### src/rtl/periph_byte_serializer.sv
module periph_byte_serializer #(
  parameter int SCK_DIV = 4
) (
  input  logic       clk,
  input  logic       rst_n,
  input  logic       host_cs0_n,
  input  logic       host_cs1,
  input  logic       host_ws_n,
  input  logic       host_rs_n,
  input  logic [7:0] host_din,
  output logic [7:0] host_dout,
  output logic       host_dout_oe,
  output logic       ready,
  output logic       overrun,
  output logic       ser_clk,
  output logic       ser_data
);
  localparam int CW = (SCK_DIV > 2) ? $clog2(SCK_DIV) : 1;
  localparam logic [CW-1:0] CMAX  = CW'(SCK_DIV - 1);
  localparam logic [CW-1:0] CHALF = CW'(SCK_DIV / 2);

  logic [3:0] ctl_a, ctl_b;
  logic [7:0] din_a, din_b, wr_data;
  logic       wr_q;
  logic       hold_v, sh_v;
  logic [7:0] hold_d, sh_d;
  logic [2:0] bitn;
  logic [CW-1:0] cnt;

  always_ff @(posedge clk) begin
    if (!rst_n) begin
      ctl_a <= 4'b1011;
      ctl_b <= 4'b1011;
      din_a <= '0;
      din_b <= '0;
    end else begin
      ctl_a <= {host_cs0_n, host_cs1, host_ws_n, host_rs_n};
      ctl_b <= ctl_a;
      din_a <= host_din;
      din_b <= din_a;
    end
  end

  wire wr_b  = ~ctl_b[3] & ctl_b[2] & ~ctl_b[1] & ctl_b[0];
  wire rd_b  = ~ctl_b[3] & ctl_b[2] & ~ctl_b[0];
  wire wr_end = wr_q & ~wr_b;
  wire take  = wr_end & ~hold_v;
  wire tick  = sh_v && (cnt == CMAX);
  wire last  = tick && (bitn == 3'd7);
  wire load  = hold_v && (!sh_v || last);

  always_ff @(posedge clk) begin
    if (!rst_n) begin
      wr_q    <= 1'b0;
      wr_data <= '0;
      overrun <= 1'b0;
    end else begin
      wr_q <= wr_b;
      if (wr_b) wr_data <= din_b;
      if (wr_end && hold_v) overrun <= 1'b1;
    end
  end

  always_ff @(posedge clk) begin
    if (!rst_n) begin
      hold_v <= 1'b0;
      hold_d <= '0;
    end else if (take) begin
      hold_v <= 1'b1;
      hold_d <= wr_data;
    end else if (load) begin
      hold_v <= 1'b0;
    end
  end

  always_ff @(posedge clk) begin
    if (!rst_n) begin
      sh_v <= 1'b0;
      sh_d <= '0;
      bitn <= '0;
      cnt  <= '0;
    end else begin
      cnt <= (sh_v && cnt != CMAX) ? cnt + 1'b1 : '0;
      if (load) begin
        sh_v <= 1'b1;
        sh_d <= hold_d;
        bitn <= '0;
      end else if (last) begin
        sh_v <= 1'b0;
      end else if (tick) begin
        sh_d <= sh_d >> 1;
        bitn <= bitn + 1'b1;
      end
    end
  end

  assign ready        = ~hold_v;
  assign ser_clk      = sh_v && (cnt >= CHALF);
  assign ser_data     = sh_v & sh_d[0];
  assign host_dout_oe = rd_b;
  assign host_dout    = rd_b ? {ready, 7'b0} : 8'h00;


  idle_clk_low_chk: assert property (@(posedge clk) disable iff (!rst_n)
    !sh_v |-> !ser_clk);

  handoff_chk: assert property (@(posedge clk) disable iff (!rst_n)
    (hold_v && !sh_v) |=> (sh_v && !hold_v));

  bit_hold_chk: assert property (@(posedge clk) disable iff (!rst_n)
    (sh_v && $past(sh_v) && !$past(tick) && !$past(load)) |-> $stable(sh_d));

  overrun_sticky_chk: assert property (@(posedge clk) disable iff (!rst_n)
    overrun |=> overrun);

  overrun_cause_chk: assert property (@(posedge clk) disable iff (!rst_n)
    $rose(overrun) |-> $past(hold_v));

  status_fmt_chk: assert property (@(posedge clk) disable iff (!rst_n)
    host_dout_oe |-> (host_dout[6:0] == 7'd0 && host_dout[7] == ready));
endmodule

### config.mk
export PLATFORM = sky130hd
export DESIGN_NAME = periph_byte_serializer
export DESIGN_NICKNAME = d
export VERILOG_FILES = /design/src/rtl/periph_byte_serializer.sv
export SDC_FILE = /design/constraint.sdc
export NUM_CORES = 1
export LEC_CHECK = 0
export ABC_AREA = 0
export CORE_MARGIN = 4
export CORE_UTILIZATION = 48
export DETAILED_ROUTE_END_ITERATION = 8
export DONT_BUFFER_PORTS = 1
export GPL_TIMING_DRIVEN = 0
export PLACE_DENSITY_LB_ADDON = 0.15
export REMOVE_ABC_BUFFERS = 1
export SYNTH_ARGS = -nofsm -noshare
export SYNTH_HDL_FRONTEND = slang
export SYNTH_SLANG_ARGS = --single-unit
export TNS_END_PERCENT = 20
### constraint.sdc
create_clock -name clk -period 1.8 [get_ports clk]
set_input_delay 0.18 -clock clk [delete_from_list [all_inputs] [get_ports clk]]
set_output_delay 0.18 -clock clk [all_outputs]
set_load 0.05 [all_outputs]
==> reports/qor.csv, run 1 <==
stage,metric,value,unit
synth,synthFlopType,dfxtp_1,
sta,period_needed,1740,ps
synth,async_reset_ff_share,0,%
cells_and_area,n_fill_cell,402,
detailed_routing,vias,1431,
synth,synth_most_common_cell,dfxtp_1,
clocking,clock-root-buffer,clkbuf_8,
detailed_routing,firstDrtPassIters,4,
place,detailedPlace.worstSlack,19.6,ps
place,place_inst,260,
die,io-pin-count,27,
synth,synthTopCellsByArea,"dfxtp_1, and2_1, nand2_1, mux2i_1, o2111a_1",
setup_path,slowest_stage,nor3b_4,
global_routing,overflow,0,
sta,skew,5.80,ps
detailed_routing,drc,0,
synth,postSynthCellCount,225,
detailed_routing,drtIter0Drc,65,
power,cellLeakagePower,0.961,nW
clocking,cts_tree,built,
cells_and_area,finalNonFillerCells,291,
global_routing,grt_pass1_vias,1422,
setup_path,critical-path-top-delay-family,simple AND/OR/NAND/NOR gates,
cells_and_area,nets,252,
power,vdd_ir_drop_max,0.000642,V
sta,setup_ws,59.3,ps
setup_path,cp-end-kind,output pin,
cells_and_area,syn_to_final_growth,14.1,%
die,num_rows,24,
synth,ys_types,31,
die,core_area,4380,um2
detailed_routing,ant_nets,0,
setup_path,critPathKind,reg2out,
synth,yosys.area.top_type,dfxtp_1,
flow_run,maxCapViolations,0,
clocking,path_clk_slew,60,ps
synth,ys_seq_area_share,51.9,%
cells_and_area,stdcell_area,2510,um2
synth,synth_warnings,0,
min_path,hold_path.class,in2reg,
place,dpl.hpwl,2160,um
place,io_buffers,0,
sta,post-route-period-util,96.7,%
clocking,clock_path_buffers,2,
sta,tns,0,ps
power,p_per_area,1010,nW/um2
setup_path,worstPathBufferInverterCount,0,
sta,finalSetupViolCount,0,
synth,synth_edf_count,0,
detailed_routing,wl_per_cell,12.7,um
place,place_congestion,0.720,
setup_path,slowest_delay,540,ps
global_routing,grt_max_degree,49,
global_routing,grt_first_pass_wirelength,6490,um
global_routing,grtUsageTotal,15.5,%
die,die_width,75.7,um
cells_and_area,drive_gt1_share,9.21,%
sta,worst_pin_slew,601,ps
clocking,cts_max_level,3,
clocking,cts.sinks,57,
cells_and_area,diodes,0,
sta,clock.fmax,574,MHz
sta,slew_violations,0,
synth,synth.avg_cell_area,9.76,um2
status,status,"complete, no violations",
die,initial_core_util,50.1,%
setup_path,cp_cell_sequence,nor3b_4 > and2_4,
detailed_routing,routed_wl,3690,um
sta,rsz0062_at_grt,true,
sta,hold_viol_final,0,
sta,maxSlewHeadroom,59.9,%
synth,synth_common_cells,"dfxtp_1, nand2_1, and2_1, nor2_1",
die,die_area,5720,um2
synth,syn_area,2200,um2
setup_path,crit_fanout,3,
synth,netlist.area_leader.share,51.9,%
clocking,clk_latency,320,ps
detailed_routing,viasPerCell,4.92,
global_routing,antenna_found_initial,0,
place,dpl_cell_area,2140,um2
clocking,cts_buffers,9,
synth,ys_seq_elements,57,
setup_path,critPathRequiredTime,1620,ps
setup_path,cp-start-kind,register,
die,die_h,75.7,um
setup_path,arrival,1560,ps
==> timing repair <==
action | 4_1_cts | 5_1_grt
hold endpoints to repair | 44 | 1
endpoints found under the setup margin | 1 | 14
hold buffers | 14 | 1
setup buffers | 0 | 0
gates resized for setup | 3 | 3
==> layout by cell type (no fill, tap or decap), types with 2 or more instances in the layout <==
master | Yosys | routed
dfxtp_1 | 57 | 57
nand2_1 | 34 | 34
and2_1 | 21 | 20
dlygate4sd3_1 | 0 | 14
nor2_1 | 11 | 11
clkbuf_8 | 0 | 10
mux2i_1 | 9 | 9
o21ai_0 | 8 | 8
nand2b_1 | 7 | 7
or3_1 | 7 | 7
nor3b_1 | 8 | 7
o2111a_1 | 7 | 7
conb_1 | 1 | 7
a21boi_0 | 4 | 4
a21boi_1 | 4 | 4
nand3_1 | 3 | 3
a21oi_1 | 3 | 3
clkbuf_1 | 8 | 3
inv_1 | 2 | 2
o21a_1 | 2 | 2
nand3b_1 | 2 | 2
ha_2 | 0 | 2
ha_1 | 4 | 2
clkinv_2 | 0 | 2
==> metrics by stage <==
step | total power [mW] | hold WS [ps] | util (%)
floorplan | 1.37 | 253 | -
global placement | 1.38 | 262 | 48.8
detailed placement | 1.38 | 265 | 48.9
CTS | 2.55 | 1.39 | 56.8
global route | 2.62 | 4.74 | 57.2
finish | 2.52 | 18.2 | 57.2
==> power breakdown <==
| group | switching [mW] | total, mW | internal (mW) | leakage, nW |
|---|---|---|---|---|
| Clock | 0.455 | 1.13 | 0.673 | 0.0974 |
| Sequential | 0.00761 | 1.30 | 1.29 | 0.464 |
| Combinational | 0.0575 | 0.100 | 0.0424 | 0.400 |
| Total | 0.520 | 2.52 | 2.00 | 0.961 |
==> cell families after synthesis <==
| family | share of synthesized area (%) |
|---|---|
| adders and majority gates | 2.28 |
| xor gates and xnor gates | 0.399 |
| other | 0.171 |
| muxes | 4.10 |
| AOI/OAI and AO/OA | 10.3 |
| DFF | 51.9 |
| buffers and inverters | 7.00 |
| and+or+nand+nor | 23.8 |
==> final timing paths <==
check | cells past startpoint | slack, ps | to | start
worst max-delay path | 2 | 60 | host_dout[7] | ctl_b[2]
worst min-delay path | 1 | 20 | wr_data[7] | rst_n
worst max register to register | 5 | 190 | sh_d[3] | bitn[0]
worst min register to register | 1 | 410 | ctl_b[0] | ctl_a[0]
==> cell type report <==
type	instances	area, um2	area share (%)
Tap cell	52	65.1	2.59
Clock inverter	3	40.0	1.60
Sequential cell	57	1140	45.5
Timing Repair Buffer	15	160	6.39
Inverter	2	7.51	0.299
Clock buffer	13	149	5.94
Multi-Input combinational cell	149	945	37.7
==> flip-flops by register name, indices dropped and copies added, names as in the netlist, 3 cells and up <==
| name | count |
|---|---|
| bitn | 3 |
| ctl_a | 4 |
| ctl_b | 4 |
| din_a | 8 |
| din_b | 8 |
| hold_d | 8 |
| sh_d | 8 |
| wr_data | 8 |
==> layer usage <==
| metal | global-route usage [%] | vias to the layer above | share of wire, % |
|---|---|---|---|
| met5 | 0 | - | 0 |
| met4 | 5.83 | 0 | 0.92 |
| met3 | 7.12 | 5 | 5.2 |
| met2 | 26.1 | 25 | 51 |
| met1 | 17.1 | 649 | 43 |
| li1 | - | 752 | - |
Note: power is estimated with default switching activity, not from simulation.
==> run 2: changes to the inputs <==
--- a/config.mk
+++ b/config.mk
@@ -6,8 +6,10 @@
 export NUM_CORES = 1
 export LEC_CHECK = 0
 export ABC_AREA = 0
+export CELL_PAD_IN_SITES_DETAIL_PLACEMENT = 1
+export CELL_PAD_IN_SITES_GLOBAL_PLACEMENT = 1
 export CORE_MARGIN = 4
-export CORE_UTILIZATION = 48
+export CORE_UTILIZATION = 47
 export DETAILED_ROUTE_END_ITERATION = 8
 export DONT_BUFFER_PORTS = 1
 export GPL_TIMING_DRIVEN = 0
==> reports/qor.csv, run 2 (synthesized netlist as in run 1, its figures left out) <==
stage,metric,value,unit
status,status,"complete, no violations",
power,p_per_area,982,nW/um2
sta,post-route-period-util,97.5,%
power,finalPower,2.44,mW
setup_path,crit_fanout,3,
global_routing,use_met1,18.8,%
clocking,clk_latency,340,ps
sta,clock.fmax,570,MHz
sta,holdWs,10.8,ps
setup_path,slowest_delay,550,ps
place,place_congestion,0.656,
setup_path,cp-end-kind,output pin,
setup_path,rr_endpoint,sh_d[0],
sta,skew,7.29,ps
power,p_sw,536,uW
cells_and_area,drive_gt1_share,9.24,%
global_routing,busiest_layer,met2,
place,place_inst,260,
global_routing,grtUsageTotal,16.4,%
sta,rsz0062_at_grt,true,
power,vdd_ir_drop_max,0.000574,V
setup_path,critPathKind,reg2out,
clocking,path_clk_slew,60,ps
min_path,min_to,cnt[0],
cells_and_area,layout_common_cells,"dfxtp_1, nand2_1, and2_1, dlygate4sd3_1",
setup_path,cp-start-kind,register,
cells_and_area,fin_util,55.9,%
detailed_routing,drtIter0Drc,79,
detailed_routing,routed_wl,4090,um
global_routing,grt_first_pass_wirelength,7570,um
clocking,post-cts-setup-buffers,0,
die,die_area,5830,um2
setup_path,slowest_stage,nor3b_4,
global_routing,overflow,0,
clocking,cts.sinks,57,
sta,worst_pin_slew,602,ps
detailed_routing,drc,0,
setup_path,regToRegSetupSlack,110,ps
sta,tns,0,ps
cells_and_area,diodes,0,
setup_path,arrival,1580,ps
global_routing,grt_max_degree,55,
cells_and_area,syn_to_final_growth,13.0,%
power,p_int,1.90,mW
clocking,clock_path_buffers,2,
place,io_buffers,0,
sta,period_needed,1760,ps
setup_path,reg2regPathDepth,5,
power,clock_power_share,42.8,%
place,dpl.hpwl,2510,um
clocking,clock-root-buffer,clkbuf_8,
die,die_width,76.4,um
die,initial_core_util,49.4,%
detailed_routing,ant_nets,0,
sta,slew_violations,0,
detailed_routing,wl_per_cell,14.1,um
sta,hold_viol_final,0,
power,pwr-share-comb,4.1,%
power,p_sw_share,22.0,%
clocking,cts_max_level,3,
die,num_rows,24,
min_path,hold_path.class,in2reg,
setup_path,critical-path-top-delay-family,simple AND/OR/NAND/NOR gates,
flow_run,maxCapViolations,0,
cells_and_area,nets,251,
global_routing,antenna_found_initial,0,
global_routing,globalRouteMet3Util,5.08,%
setup_path,worstPathBufferInverterCount,0,
power,cellLeakagePower,0.945,nW
sta,maxSlewHeadroom,59.8,%
detailed_routing,viasPerCell,5.13,
cells_and_area,finalNonFillerCells,290,
cells_and_area,layout_commonest_cell,dfxtp_1,
setup_path,worstReg2RegStart,bitn[0],
die,io-pin-count,27,
sta,finalSetupViolCount,0,
detailed_routing,firstDrtPassIters,4,
global_routing,grt_pass1_vias,1564,
die,die_h,76.4,um
min_path,min-delay-start,rst_n,
setup_path,cp_cell_sequence,nor3b_4 > and2_4,
clocking,cts_buffers,9,
die,core_area,4440,um2
power,pwr-share-seq,53.1,%
detailed_routing,vias,1487,
min_path,hold_depth,2,
setup_path,critPathRequiredTime,1620,ps
cells_and_area,n_fill_cell,495,
clocking,cts_tree,built,
global_routing,grt_util_met2,26.3,%
-- run 2: changes by cell type in the layout (fill, tap and decap cells not counted), sizes merged --
cell,previous run,this run
bufinv,1,0
clkbuf,13,14
clkinv,2,1
clkinvlp,0,1
dlygate4sd3,14,13
-- run 2: timing repair --
item	4_1_cts	5_1_grt
gates resized for setup	5	1
endpoints found under the setup margin	8	14
pin swaps	0	0
hold buffers	14	0
hold endpoints to repair	49	0
-- run 2: layout make-up --
type	instances	area, um2	area share (%)
clock inverter	2	12.5	0.504
inverter	2	7.51	0.302
multi-input combinational	149	945	38.0
timing repair buffer	14	150	6.05
tap	52	65.1	2.62
sequential	57	1140	45.9
clock buffer	14	163	6.55
-- run 2: worst reg2reg max path, delay by kind of cell (launching register included) --
kind            cells  cell delay [ps]
fa+ha+maj           2              480
compound gates      2              430
flops               1              350
simple gates        1              310
-- run 2: power by group through the flow --
stage / registers (mW) / clock network, mW / logic (mW)
floorplan: 1.32 / 0 / 0.0543
global placement: 1.32 / 0 / 0.0556
detailed placement: 1.32 / 0 / 0.0573
CTS: 1.30 / 1.08 / 0.0991
global route: 1.30 / 1.15 / 0.109
finish: 1.30 / 1.04 / 0.0996
-- run 2: how the worst max path moves through the flow --
stage,endpoint,slack (ps),start,cells after the start
after detailed placement,sh_d[0],-30,bitn[0],5
final,host_dout[7],40,ctl_b[2],2
after global routing,host_dout[7],-30,hold_v,2
after CTS,host_dout[7],20,ctl_b[2],2
after global placement,host_dout[7],-550,ctl_b[2],2
after floorplan,host_dout[7],-460,ctl_b[2],2
-- run 2: per-stage QoR --
step | instance area (um2) | worst slack [ps]
floorplan | 2070 | -460
global placement | 2140 | -555
detailed placement | 2140 | -27.3
CTS | 2480 | 19.6
global route | 2480 | -27.6
finish | 2480 | 45.0
-- run 2: routing by layer --
layer / up-vias / part of all wire, %
met5: - / 0
met3: 11 / 4.5
met4: 0 / 3.0
met2: 35 / 48
li1: 752 / -
met1: 689 / 45
==> run 3: changes to the inputs <==
--- a/config.mk
+++ b/config.mk
@@ -15,6 +15,7 @@
 export GPL_TIMING_DRIVEN = 0
 export PLACE_DENSITY_LB_ADDON = 0.15
 export REMOVE_ABC_BUFFERS = 1
+export SETUP_SLACK_MARGIN = 0.2
 export SYNTH_ARGS = -nofsm -noshare
 export SYNTH_HDL_FRONTEND = slang
 export SYNTH_SLANG_ARGS = --single-unit
==> reports/qor.csv, run 3 (synthesized netlist as in run 1, its figures left out) <==
stage,metric,value,unit
status,status,"complete, no violations",
detailed_routing,wl_per_cell,14.5,um
die,num_rows,24,
detailed_routing,drc,0,
clocking,cts_buffers,9,
cells_and_area,syn_to_final_growth,13.6,%
cells_and_area,drive_gt1_share,11.8,%
setup_path,slowest_delay,530,ps
cells_and_area,layout_commonest_cell,dfxtp_1,
setup_path,critPathKind,reg2out,
place,dpl.hpwl,2510,um
setup_path,cp-end-kind,output pin,
global_routing,overflow,0,
die,die_width,76.4,um
global_routing,grt_first_pass_wirelength,7650,um
cells_and_area,diodes,0,
clocking,clock-root-buffer,clkbuf_8,
place,place_congestion,0.656,
cells_and_area,layout_common_cells,"dfxtp_1, nand2_1, and2_1, dlygate4sd3_1",
sta,worst_pin_slew,600,ps
sta,rsz0062_at_grt,true,
place,io_buffers,0,
min_path,hold_path.class,in2reg,
setup_path,slowest_stage,nor3b_4,
sta,slew_violations,0,
clocking,clock_path_buffers,2,
sta,clock.fmax,575,MHz
clocking,cts.sinks,57,
setup_path,crit_fanout,3,
place,place_inst,260,
setup_path,startpoint,ctl_b[2],
cells_and_area,finalNonFillerCells,290,
cells_and_area,nets,251,
power,p_per_area,980,nW/um2
clocking,clk_latency,330,ps
sta,hold_viol_final,0,
power,pwr-share-seq,53.0,%
setup_path,arrival,1560,ps
setup_path,critPathRequiredTime,1620,ps
power,p_sw,542,uW
power,cellLeakagePower,0.946,nW
detailed_routing,ant_nets,0,
power,p_sw_share,22.2,%
power,pwr-share-comb,4.1,%
setup_path,critical-path-top-delay-family,simple AND/OR/NAND/NOR gates,
sta,post-route-period-util,96.5,%
global_routing,grt_pass1_vias,1567,
die,core_area,4440,um2
sta,period_needed,1740,ps
clocking,cts_tree,built,
die,initial_core_util,49.4,%
sta,holdWs,11.9,ps
global_routing,grtUsageTotal,16.7,%
clocking,cts_max_level,3,
min_path,min-delay-start,rst_n,
flow_run,maxCapViolations,0,
detailed_routing,firstDrtPassIters,4,
global_routing,grt_max_degree,55,
power,clock_power_share,42.9,%
power,vdd_ir_drop_max,0.000597,V
clocking,path_clk_slew,60,ps
die,die_area,5830,um2
detailed_routing,drtIter0Drc,58,
die,die_h,76.4,um
detailed_routing,routed_wl,4200,um
setup_path,worstPathBufferInverterCount,0,
sta,maxSlewHeadroom,59.9,%
die,io-pin-count,27,
cells_and_area,n_fill_cell,502,
sta,finalSetupViolCount,0,
detailed_routing,viasPerCell,5.18,
sta,skew,7.27,ps
detailed_routing,vias,1502,
setup_path,cp-start-kind,register,
global_routing,antenna_found_initial,0,
setup_path,worstReg2RegStart,bitn[0],
power,p_int,1.90,mW
setup_path,cp_cell_sequence,nor3b_4 > and2_4,
run 3: cell count changes in the layout (fill, tap and decap cells not counted):
| cell | previous run | this run |
|---|---|---|
| clkinvlp_4 | 1 | 2 |
| dfxtp_1 | 57 | 53 |
| dfxtp_2 | 0 | 4 |
| inv_1 | 2 | 1 |
| nand2b_1 | 7 | 6 |
| nand2b_2 | 0 | 1 |
| o21ai_0 | 8 | 7 |
| o21ai_1 | 0 | 1 |
run 3: through the flow:
stage,power [mW],worst slack (ps),util (%),area [um2],setup TNS [ps]
after detailed placement,1.38,-27.3,48.2,2140,-107
after CTS,2.47,31.0,55.9,2480,0
after global routing,2.56,9.94,56.1,2490,0
final,2.44,62.3,56.1,2490,0
after global placement,1.38,-555,48.1,2140,-555
after floorplan,1.37,-460,-,2070,-460
run 3: path summary, 6_finish.rpt:
check,slack [ps],cells past startpoint,end
hold reg to reg,410,1,ctl_b[1]
setup reg to reg,200,5,sh_d[1]
setup / recovery,60,2,host_dout[7]
hold / removal,10,2,cnt[0]
run 3: area by class of cell:
type,count,area [um2],share of cell area [%]
clock buffers,14,163,6.52
clock inverters,2,12.5,0.502
inverters,2,11.3,0.451
multi-input cells,149,947,38.0
flip-flops and latches,57,1150,45.9
well taps,52,65.1,2.61
repair buffers,14,150,6.02
run 3: routing by layer:
layer  vias to the layer above  GRT usage, %  part of all wire [%]
met5                         -             0                     0
met4                         0          10.9                   2.9
met3                        11          5.08                   4.4
met2                        35          27.2                    49
met1                       703          18.8                    43
li1                        753             -                     -
run 3: repair_timing:
item                                   in CTS  in global routing
pin swaps                                   2                  2
hold buffers                               14                  0
setup buffers                               0                  0
setup endpoints to repair                  24                 23
endpoints found under the hold margin      49                  0
resized for setup                           7                  6
run 3: power by group through the flow:
| stage | clock network (mW) | logic [mW] | registers [mW] |
|---|---|---|---|
| 2_1_floorplan | 0 | 0.0543 | 1.32 |
| 3_3_place_gp | 0 | 0.0556 | 1.32 |
| 3_5_place_dp | 0 | 0.0573 | 1.32 |
| 4_1_cts | 1.08 | 0.0991 | 1.30 |
| 5_1_grt | 1.16 | 0.109 | 1.30 |
| 6_report | 1.05 | 0.100 | 1.30 |
